==> config.mk <==
export PLATFORM = sky130hd
export DESIGN_NAME = dma_chan_ctl_bank
export DESIGN_NICKNAME = d
export VERILOG_FILES = /design/src/rtl/dma_bank_pkg.sv /design/src/rtl/dma_bank_decode.sv /design/src/rtl/dma_bank_state.sv /design/src/rtl/dma_bank_readmux.sv /design/src/rtl/dma_chan_ctl_bank.sv
export SDC_FILE = /design/constraint.sdc
export NUM_CORES = 1
export LEC_CHECK = 0
export CORE_MARGIN = 5
export CORE_UTILIZATION = 32
export CTS_CLUSTER_SIZE = 10
export DETAILED_ROUTE_END_ITERATION = 12
export PLACE_DENSITY_LB_ADDON = 0.05
export SYNTH_ARGS = -nofsm -noshare
export SYNTH_HDL_FRONTEND = slang
export SYNTH_SLANG_ARGS = --single-unit
==> constraint.sdc <==
create_clock -name clk -period 2.1 [get_ports clk]
set_clock_uncertainty 0.15 [all_clocks]
set_input_delay 0.42 -clock clk [delete_from_list [all_inputs] [get_ports clk]]
set_output_delay 0.42 -clock clk [all_outputs]
set_load 0.01 [all_outputs]
==> src/rtl/dma_bank_pkg.sv <==
package dma_bank_pkg;

  localparam logic [7:0] OFS_EN_SET  = 8'h28;
  localparam logic [7:0] OFS_EN_CLR  = 8'h2C;
  localparam logic [7:0] OFS_ALT_SET = 8'h30;
  localparam logic [7:0] OFS_ALT_CLR = 8'h34;

  typedef enum logic [2:0] {
    SEL_NONE,
    SEL_EN_SET,
    SEL_EN_CLR,
    SEL_ALT_SET,
    SEL_ALT_CLR
  } reg_sel_e;

  function automatic reg_sel_e decode_offset(input logic [7:0] ofs);
    case (ofs)
      OFS_EN_SET:  return SEL_EN_SET;
      OFS_EN_CLR:  return SEL_EN_CLR;
      OFS_ALT_SET: return SEL_ALT_SET;
      OFS_ALT_CLR: return SEL_ALT_CLR;
      default:     return SEL_NONE;
    endcase
  endfunction

  // Enable: a completion pulse dominates any software request.
  function automatic logic enable_next(input logic cur, input logic sw_set,
                                       input logic sw_clr, input logic hw_done);
    if (hw_done) return 1'b0;
    if (sw_set)  return 1'b1;
    if (sw_clr)  return 1'b0;
    return cur;
  endfunction

  // Structure select: a swap pulse inverts the old value, whatever software writes.
  function automatic logic alt_next(input logic cur, input logic sw_set,
                                    input logic sw_clr, input logic hw_swap);
    if (hw_swap) return ~cur;
    if (sw_set)  return 1'b1;
    if (sw_clr)  return 1'b0;
    return cur;
  endfunction

endpackage

==> src/rtl/dma_bank_decode.sv <==
module dma_bank_decode
  import dma_bank_pkg::*;
#(
  parameter int NUM_CH = 14,
  parameter int ADDR_W = 8,
  parameter int DATA_W = 32
) (
  input  logic [ADDR_W-1:0] bus_addr,
  input  logic              bus_wr_en,
  input  logic [DATA_W-1:0] bus_wdata,
  output reg_sel_e          sel,
  output logic [NUM_CH-1:0] wr_en_set,
  output logic [NUM_CH-1:0] wr_en_clr,
  output logic [NUM_CH-1:0] wr_alt_set,
  output logic [NUM_CH-1:0] wr_alt_clr
);
  logic [NUM_CH-1:0] data_ch;

  assign sel     = decode_offset(8'(bus_addr));
  assign data_ch = bus_wdata[NUM_CH-1:0];

  always_comb begin
    wr_en_set  = '0;
    wr_en_clr  = '0;
    wr_alt_set = '0;
    wr_alt_clr = '0;
    if (bus_wr_en) begin
      case (sel)
        SEL_EN_SET:  wr_en_set  = data_ch;
        SEL_EN_CLR:  wr_en_clr  = data_ch;
        SEL_ALT_SET: wr_alt_set = data_ch;
        SEL_ALT_CLR: wr_alt_clr = data_ch;
        default: ;
      endcase
    end
  end
endmodule

==> src/rtl/dma_bank_state.sv <==
module dma_bank_state
  import dma_bank_pkg::*;
#(
  parameter int NUM_CH = 14
) (
  input  logic              clk,
  input  logic              rst_n,
  input  logic [NUM_CH-1:0] wr_en_set,
  input  logic [NUM_CH-1:0] wr_en_clr,
  input  logic [NUM_CH-1:0] wr_alt_set,
  input  logic [NUM_CH-1:0] wr_alt_clr,
  input  logic [NUM_CH-1:0] eng_done,
  input  logic [NUM_CH-1:0] eng_swap,
  output logic [NUM_CH-1:0] en_q,
  output logic [NUM_CH-1:0] alt_q
);
  for (genvar c = 0; c < NUM_CH; c++) begin : g_ch
    logic en_d, alt_d;
    assign en_d  = enable_next(en_q[c], wr_en_set[c], wr_en_clr[c], eng_done[c]);
    assign alt_d = alt_next(alt_q[c], wr_alt_set[c], wr_alt_clr[c], eng_swap[c]);

    always_ff @(posedge clk or negedge rst_n) begin
      if (!rst_n) begin
        en_q[c]  <= 1'b0;
        alt_q[c] <= 1'b0;
      end else begin
        en_q[c]  <= en_d;
        alt_q[c] <= alt_d;
      end
    end

    assert_set_enables_R2: assert property (@(posedge clk) disable iff (!rst_n)
      (wr_en_set[c] && !eng_done[c]) |=> en_q[c]);
    assert_clr_disables_R3: assert property (@(posedge clk) disable iff (!rst_n)
      wr_en_clr[c] |=> !en_q[c]);
    assert_done_wins_R5_R9: assert property (@(posedge clk) disable iff (!rst_n)
      eng_done[c] |=> !en_q[c]);
    assert_alt_set_R6: assert property (@(posedge clk) disable iff (!rst_n)
      (wr_alt_set[c] && !eng_swap[c]) |=> alt_q[c]);
    assert_alt_clr_R7: assert property (@(posedge clk) disable iff (!rst_n)
      (wr_alt_clr[c] && !eng_swap[c]) |=> !alt_q[c]);
    assert_swap_inverts_R8_R9: assert property (@(posedge clk) disable iff (!rst_n)
      eng_swap[c] |=> (alt_q[c] != $past(alt_q[c])));
    assert_en_hold_R11: assert property (@(posedge clk) disable iff (!rst_n)
      !(wr_en_set[c] || wr_en_clr[c] || eng_done[c]) |=> $stable(en_q[c]));
    assert_alt_hold_R11: assert property (@(posedge clk) disable iff (!rst_n)
      !(wr_alt_set[c] || wr_alt_clr[c] || eng_swap[c]) |=> $stable(alt_q[c]));
  end
endmodule

==> src/rtl/dma_bank_readmux.sv <==
module dma_bank_readmux
  import dma_bank_pkg::*;
#(
  parameter int NUM_CH = 14,
  parameter int DATA_W = 32
) (
  input  logic              clk,
  input  logic              rst_n,
  input  logic              bus_rd_en,
  input  reg_sel_e          sel,
  input  logic [NUM_CH-1:0] en_q,
  input  logic [NUM_CH-1:0] alt_q,
  output logic [DATA_W-1:0] bus_rdata
);
  localparam int PAD_W = DATA_W - NUM_CH;

  always_comb begin
    bus_rdata = '0;
    if (bus_rd_en) begin
      case (sel)
        SEL_EN_SET, SEL_EN_CLR: bus_rdata = {{PAD_W{1'b0}}, en_q};
        SEL_ALT_SET:            bus_rdata = {{PAD_W{1'b0}}, alt_q};
        default:                bus_rdata = '0;
      endcase
    end
  end

  assert_upper_zero_R10: assert property (@(posedge clk) disable iff (!rst_n)
    bus_rdata[DATA_W-1:NUM_CH] == '0);
  assert_altclr_reads_zero_R7: assert property (@(posedge clk) disable iff (!rst_n)
    (bus_rd_en && sel == SEL_ALT_CLR) |-> bus_rdata == '0);
  assert_unmapped_zero_R11: assert property (@(posedge clk) disable iff (!rst_n)
    (sel == SEL_NONE) |-> bus_rdata == '0);
  assert_idle_zero_R4: assert property (@(posedge clk) disable iff (!rst_n)
    !bus_rd_en |-> bus_rdata == '0);
endmodule

==> src/rtl/dma_chan_ctl_bank.sv <==
module dma_chan_ctl_bank
  import dma_bank_pkg::*;
#(
  parameter int NUM_CH = 14,
  parameter int ADDR_W = 8,
  parameter int DATA_W = 32
) (
  input  logic              clk,
  input  logic              rst_n,
  input  logic [ADDR_W-1:0] bus_addr,
  input  logic              bus_wr_en,
  input  logic [DATA_W-1:0] bus_wdata,
  input  logic              bus_rd_en,
  output logic [DATA_W-1:0] bus_rdata,
  input  logic [NUM_CH-1:0] eng_done,
  input  logic [NUM_CH-1:0] eng_swap,
  output logic [NUM_CH-1:0] chan_enable,
  output logic [NUM_CH-1:0] chan_alt_sel
);
  reg_sel_e          sel;
  logic [NUM_CH-1:0] wr_en_set, wr_en_clr, wr_alt_set, wr_alt_clr;
  logic [NUM_CH-1:0] en_q, alt_q;

  dma_bank_decode #(.NUM_CH(NUM_CH), .ADDR_W(ADDR_W), .DATA_W(DATA_W)) u_decode (
    .bus_addr  (bus_addr),
    .bus_wr_en (bus_wr_en),
    .bus_wdata (bus_wdata),
    .sel       (sel),
    .wr_en_set (wr_en_set),
    .wr_en_clr (wr_en_clr),
    .wr_alt_set(wr_alt_set),
    .wr_alt_clr(wr_alt_clr)
  );

  dma_bank_state #(.NUM_CH(NUM_CH)) u_state (
    .clk       (clk),
    .rst_n     (rst_n),
    .wr_en_set (wr_en_set),
    .wr_en_clr (wr_en_clr),
    .wr_alt_set(wr_alt_set),
    .wr_alt_clr(wr_alt_clr),
    .eng_done  (eng_done),
    .eng_swap  (eng_swap),
    .en_q      (en_q),
    .alt_q     (alt_q)
  );

  dma_bank_readmux #(.NUM_CH(NUM_CH), .DATA_W(DATA_W)) u_readmux (
    .clk      (clk),
    .rst_n    (rst_n),
    .bus_rd_en(bus_rd_en),
    .sel      (sel),
    .en_q     (en_q),
    .alt_q    (alt_q),
    .bus_rdata(bus_rdata)
  );

  assign chan_enable  = en_q;
  assign chan_alt_sel = alt_q;

  assert_reset_clear_R1: assert property (@(posedge clk)
    !rst_n |-> (chan_enable == '0 && chan_alt_sel == '0));
endmodule

==> results of run 1 <==
==> cell type report <==
type,count,area (um2)
fillers,570,2720
repair buffers,127,1170
multi-input cells,151,1080
flip-flops and latches,28,701
well taps,75,93.8
clock buffers,3,41.3
clock inverters,1,30.0
inverters,2,7.51
==> final timing paths <==
check	slack (ns)	cells after the start	to	startpoint
max reg2reg	0.98	2	u_state.alt_q[0]	u_state.alt_q[0]
min	0.37	2	u_state.alt_q[4]	rst_n
max	-0.29	8	bus_rdata[3]	bus_addr[6]
max in group asynchronous	1.15	2	u_state.en_q[13]	rst_n
min in group clk	0.40	1	u_state.alt_q[12]	u_state.alt_q[12]
min reg2reg	0.40	1	u_state.alt_q[12]	u_state.alt_q[12]
==> per-stage QoR <==
stage,setup slack [ns],util,cell area (um2)
6_report,-0.288,0.534,3130
5_1_grt,-0.361,0.534,3130
4_1_cts,-0.304,0.533,3120
3_5_place_dp,-0.969,0.515,3010
3_3_place_gp,-0.940,0.515,3010
2_1_floorplan,-0.129,-,1990
==> critical path: cells and delay by family <==
kind	cells	cell delay [ns]
AO/OA/AOI/OAI	1	0.12
buffers and inverters	5	0.55
AND/OR/NAND/NOR	2	0.72
==> layer usage <==
metal	global-route usage	up-vias	share of wire
met5	0	-	0
met3	0.0322	8	0.065
li1	-	998	-
met1	0.249	1036	0.46
met4	0.0474	0	0.012
met2	0.294	70	0.46
==> logic make-up (layout without fill, tap and decap cells) <==
family / Yosys count / in the layout / synth area share
AO/OA/AOI/OAI: 72 / 72 / 0.302
AND/OR/NAND/NOR: 61 / 61 / 0.203
buffers and inverters: 38 / 133 / 0.125
flip-flops: 28 / 28 / 0.367
other: 1 / 18 / 0.00197
==> synth_stat cells, drive strengths merged <==
| cell | count |
|---|---|
| conb | 1 |
| o41ai | 16 |
| or3b | 2 |
| and2 | 12 |
| or4 | 14 |
| a41oi | 2 |
| nand2 | 14 |
| a22o | 14 |
| dfrtp | 28 |
| and3 | 13 |
| a22oi | 2 |
| clkinv | 1 |
| inv | 1 |
| nor4b | 2 |
| a311oi | 12 |
| or4b | 2 |
| buf | 27 |
| clkbuf | 9 |
| nor3 | 2 |
| a221oi | 12 |
| a21oi | 14 |
==> registers in the layout, summed over array words and instances, names as in the netlist <==
register / count
u_state.alt_q: 14
u_state.en_q: 14
==> power by group <==
part / total (uW) / switching (uW) / internal (uW)
sequential: 633 / 53.9 / 579
combinational: 395 / 167 / 228
clock: 432 / 176 / 255
==> timing repair <==
action	in CTS	in global routing
setup endpoints to repair	42	14
pin swaps	15	2
resized for setup	97	1
setup buffers	8	1
==> summary.txt, run 1 <==
Setup path
  – Kind of critical path: primary input to primary output
  – Worst-path fanout max: 4
  – Worst path required time: 1.53 ns
  – Worst setup EP type: primary output
  – Critical path startpoint category: primary input
  – Critical Path Slowest Stage Cell: or4b_4
  – Worst path cell trace: buf_6, or4b_4, nor3_4, buf_6, buf_6, buf_6, a22o_1, buf_2
  – Most common cell type on the critical path: buf_6
  – Crit path DAT: 1.82 ns
  – Critical Path Max Stage Delay: 0.54 ns

Synth
  – Top post-synthesis cells by area: dfrtp_1, buf_4, o41ai_1, a22o_1, or4_1
  – YS warnings: 0
  – Syn avg cell area: 9.53 um2
  – Mapped Area: 1910 um2
  – Post-Syn Instances: 200
  – Synth Register Bits: 28
  – Top-area cell type share of the netlist area: 0.367
  – Distinct cells, synth: 25
  – Yosys top cell by area: dfrtp_1
  – Seq/Total Area, Yosys: 0.367

Floorplan
  – Die area: 7600 um2
  – Starting Density: 0.326
  – CORE AREA: 5850 um2
  – Die Wd: 87.2 um
  – Row count: 28
  – Chip Height: 87.2 um
  – Top Ports: 132

Placed design
  – DP Cell Count: 374
  – Port Buf Inserts: 95
  – Post-DP HPWL: 4.84 mm
  – GP Congestion: 0.758

Final layout
  – Antenna cells: 0
  – Share of cells above drive strength 1: 0.208
  – Commonest cells after routing, fill and taps aside: clkdlybuf4s50_1, dfrtp_1, buf_2, buf_4, conb_1
  – Commonest non-fill, non-tap cell in the layout: clkdlybuf4s50_1
  – Final cell count without fillers: 387
  – Layout Area Growth over Synthesis: 64.0%
  – Nets: 385

Timing
  – Period minus WS final: 2.39 ns
  – RSZ-0062 raised after global routing: yes
  – Fin Setup TNS: -2.76 ns
  – Max Freq: 419 MHz
  – Hold slack: 0.367 ns
  – Count of final max-slew check failures: 0
  – Final setup margin: -0.288 ns
  – Setup-failing EPs final: 14
  – Hold Vio Cnt, Final: 0
  – Final Cycle Share: 1.14

Clock tree
  – CTS tree: done
  – CTS buffer count: 3
  – H-tree depth: 1
  – CTS hold repair buffers: 0
  – Clock latency on the worst-skew pair: 0.28 ns
  – Clock Root Buffer: clkbuf_8
  – Reg clk slew, reported paths: 0.10 ns
  – Clock sink total: 28
  – Clock Path Buffers: 2

Detailed routing
  – DR iter-0 viols: 108
  – Via Count: 2112
  – Final wirelength: 6.89 mm
  – Detailed Routing Iterations Pass 1: 4
  – Number of remaining DRC errors: 0
  – Routed Antenna Nets: 0
  – Drt wl/cell: 17.8 um
  – Vias/cell: 5.46

Job
  – MaxCap Viol Count: 0

GRT
  – GRT Total Usage: 0.181
  – Gr ovfl total: 0
  – Vias in the first global route: 2125
  – First-pass GRT wire length: 10.9 mm
  – Largest net degree at the start of global routing: 41
  – Initial antenna violation count: 0

Power and ir drop
  – Total power: 1460 uW
  – Max VDD drop: 263 uV
  – Power per Cell Area: 467 nW/um2
  – Leakage: 0.00132 uW

Worst hold path
  – Hold Crit Class: primary input to async pin

Run status
  – Outcome: complete, but fails checks
  – Violated checks: setup timing
(Power assumes the default switching activity.)
==> inputs of run 2 (changes only) <==
Settings changed: PLACE_DENSITY from default to 0.82, PLACE_DENSITY_LB_ADDON 0.05 to default, SLEW_MARGIN from default to 10.
==> run 2 against run 1 <==
  * The run still ends with setup timing left
  * Combinational power increased by 1%
  * Core utilization decreased by 1.5 points
  * Critical path depth shrank 1
  * Largest cell class unchanged
  * Highest routed layer unchanged
==> summary.txt, run 2 (synthesis results as in run 1) <==
Floorplan
  – Row count: 28 (unchanged)
  – Chip Height: 87.2 um (unchanged)
  – CORE AREA: 5850 um2 (unchanged)
  – Top Ports: 132 (unchanged)
  – Die area: 7600 um2 (unchanged)
  – Die Wd: 87.2 um (unchanged)
  – Starting Density: 0.326 (unchanged)

Placed design
  – GP Congestion: 0.859 (+13%)
  – Port Buf Inserts: 95 (unchanged)
  – Post-DP HPWL: 4.95 mm (+2.4%)

Timing
  – Setup-failing EPs final: 14 (unchanged)
  – Period minus WS final: 2.42 ns (+0.0317 ns)
  – Final setup margin: -0.320 ns (-0.0317 ns)
  – Fin Setup TNS: -3.40 ns (-0.643 ns)
  – Max Freq: 413 MHz (-1.3%)
  – Final Cycle Share: 1.15 (+0.0151)
  – Hold slack: 0.375 ns (+0.00789 ns)
  – Count of final max-slew check failures: 0 (unchanged)
  – Hold Vio Cnt, Final: 0 (unchanged)
  – RSZ-0062 raised after global routing: yes

Final layout
  – Largest regs: u_state.alt_q (14), u_state.en_q (14)
  – Register Area: 701 um2 (unchanged)
  – Multi-input logic area: 1090 um2 (+0.69%)
  – Nets: 379 (-1.6%)
  – Share of cells above drive strength 1: 0.190 (-0.0188)
  – Fillers: 568 (-0.35%)
  – Layout Area Growth over Synthesis: 59.3%
  – Commonest cells after routing, fill and taps aside: clkdlybuf4s50_1, dfrtp_1, buf_4, conb_1, buf_2
  – Commonest non-fill, non-tap cell in the layout: clkdlybuf4s50_1
  – Antenna cells: 0 (unchanged)

Clock tree
  – H-tree depth: 1 (unchanged)
  – Clock Path Buffers: 2 (unchanged)
  – Clock sink total: 28 (unchanged)
  – CTS tree: done
  – Clock Root Buffer: clkbuf_8
  – CTS hold repair buffers: 0 (unchanged)
  – Clock latency on the worst-skew pair: 0.27 ns (about the same)
  – Reg clk slew, reported paths: 0.10 ns (about the same)
  – CTS buffer count: 3 (unchanged)

Setup path
  – CP Depth: 7 (-1)
  – Crit path DAT: 1.85 ns (+0.03 ns)
  – Critical Path Slowest Stage Cell: or4b_4
  – Kind of critical path: primary input to primary output
  – Critical Path Max Stage Delay: 0.56 ns (+0.02 ns)
  – Worst-path fanout max: 7 (+3)
  – Critical path startpoint category: primary input
  – Delay-heaviest family, CP: simple AND/OR/NAND/NOR gates
  – Most common cell type on the critical path: buf_6
  – Worst setup EP type: primary output
  – Setup slack, reg-to-reg: 0.98 ns (about the same)
  – Worst path buffer plus inverter count: 4 (-1)
  – R2R Path End: u_state.alt_q[10]
  – Worst path cell trace: buf_6, or4b_4, nor3_4, buf_6, buf_6, a22o_1, buf_2
  – Cells on worst reg2reg path: 2 (unchanged)
  – Worst path required time: 1.53 ns (about the same)
  – Reg2Reg Launch Point: u_state.alt_q[10]

Detailed routing
  – Final wirelength: 7.02 mm (+1.9%)
  – DR iter-0 viols: 128 (+19%)
  – Number of remaining DRC errors: 0 (unchanged)
  – Detailed Routing Iterations Pass 1: 4 (unchanged)
  – Via Count: 2124 (+0.57%)
  – Drt wl/cell: 18.4 um (+3.5%)
  – Routed Antenna Nets: 0 (unchanged)
  – Vias/cell: 5.57 (+2.2%)

Run status
  – Violated checks: setup timing
  – Outcome: complete, but fails checks

Job
  – MaxCap Viol Count: 0 (unchanged)

Power and ir drop
  – Combinational share of power: 0.291 (+0.021)
  – Int Pwr: 979 uW (-7.9%)
  – Max VDD drop: 216 uV (-18%)
  – Sw power: 394 uW (-0.72%)
  – Clock power share: 0.248 (-0.048)
  – Sequential power share: 0.461 (+0.027)
  – Sw Ratio: 0.287 (+0.0151)
  – Leakage: 0.00127 uW (-3.4%)
  – Power per Cell Area: 452 nW/um2 (-3.2%)

GRT
  – Gr ovfl total: 0 (unchanged)
  – Largest net degree at the start of global routing: 29 (-29%)
  – Initial antenna violation count: 0 (unchanged)
  – First-pass GRT wire length: 10.4 mm (-4.9%)
  – Vias in the first global route: 2046 (-3.7%)
  – GRT Total Usage: 0.175 (-0.00638)

Worst hold path
  – Hold Crit Class: primary input to async pin
[run 2: layout make-up]
type,count,share of cell area
sequential,28,0.231
multi-input combinational,151,0.358
inverter,2,0.00247
clock buffer,4,0.0181
timing repair buffer,121,0.360
tap,75,0.0309
[run 2: worst register-to-register path, delay by kind of cell (launching register included)]
family           cells  cell delay [ns]
AND/OR/NAND/NOR      1             0.16
flip-flops           1             0.44
AO/OA/AOI/OAI        1             0.27
[run 2: power by group through the flow]
| stage | sequential, uW | combinational [uW] | clock (uW) |
|---|---|---|---|
| 3_5_place_dp | 640 | 399 | 0 |
| 6_report | 632 | 399 | 341 |
| 2_1_floorplan | 650 | 146 | 0 |
| 4_1_cts | 630 | 397 | 359 |
| 5_1_grt | 640 | 431 | 373 |
| 3_3_place_gp | 638 | 391 | 0 |
[run 2: stage by stage]
stage          cells  instance area (um2)  total power [uW]  setup WS, ns   util
5_1_grt          381                 3040              1440        -0.375  0.519
2_1_floorplan    217                 1990               796        -0.129      -
6_report         381                 3040              1370        -0.320  0.519
3_5_place_dp     373                 3020              1040        -0.974  0.515
4_1_cts          382                 3060              1390        -0.314  0.524
3_3_place_gp     373                 3020              1030        -0.919  0.515
[run 2: routing by layer]
metal	part of all wire	up-vias	GRT usage
met5	0	-	0
met4	0.010	0	0.0586
met3	0.065	6	0.0246
met2	0.53	81	0.306
met1	0.40	1049	0.220
li1	-	988	-
[run 2: how the worst max path moves through the flow]
stage                          to  slack, ns        start
finish              bus_rdata[10]      -0.32  bus_addr[7]
global route        bus_rdata[10]      -0.37  bus_addr[7]
CTS                 bus_rdata[10]      -0.31  bus_addr[6]
detailed placement   bus_rdata[5]      -0.97  bus_addr[4]
global placement    bus_rdata[10]      -0.92  bus_addr[4]
floorplan           bus_rdata[10]      -0.13  bus_addr[4]
[run 2: timing repair]
item                                    in CTS  in global routing
pin swaps                                   12                  6
endpoints found under the setup margin      42                 15
gates resized for setup                     86                  2
hold endpoints to repair                     0                  0
setup buffers                                4                  1
gates cloned                                 1                  0
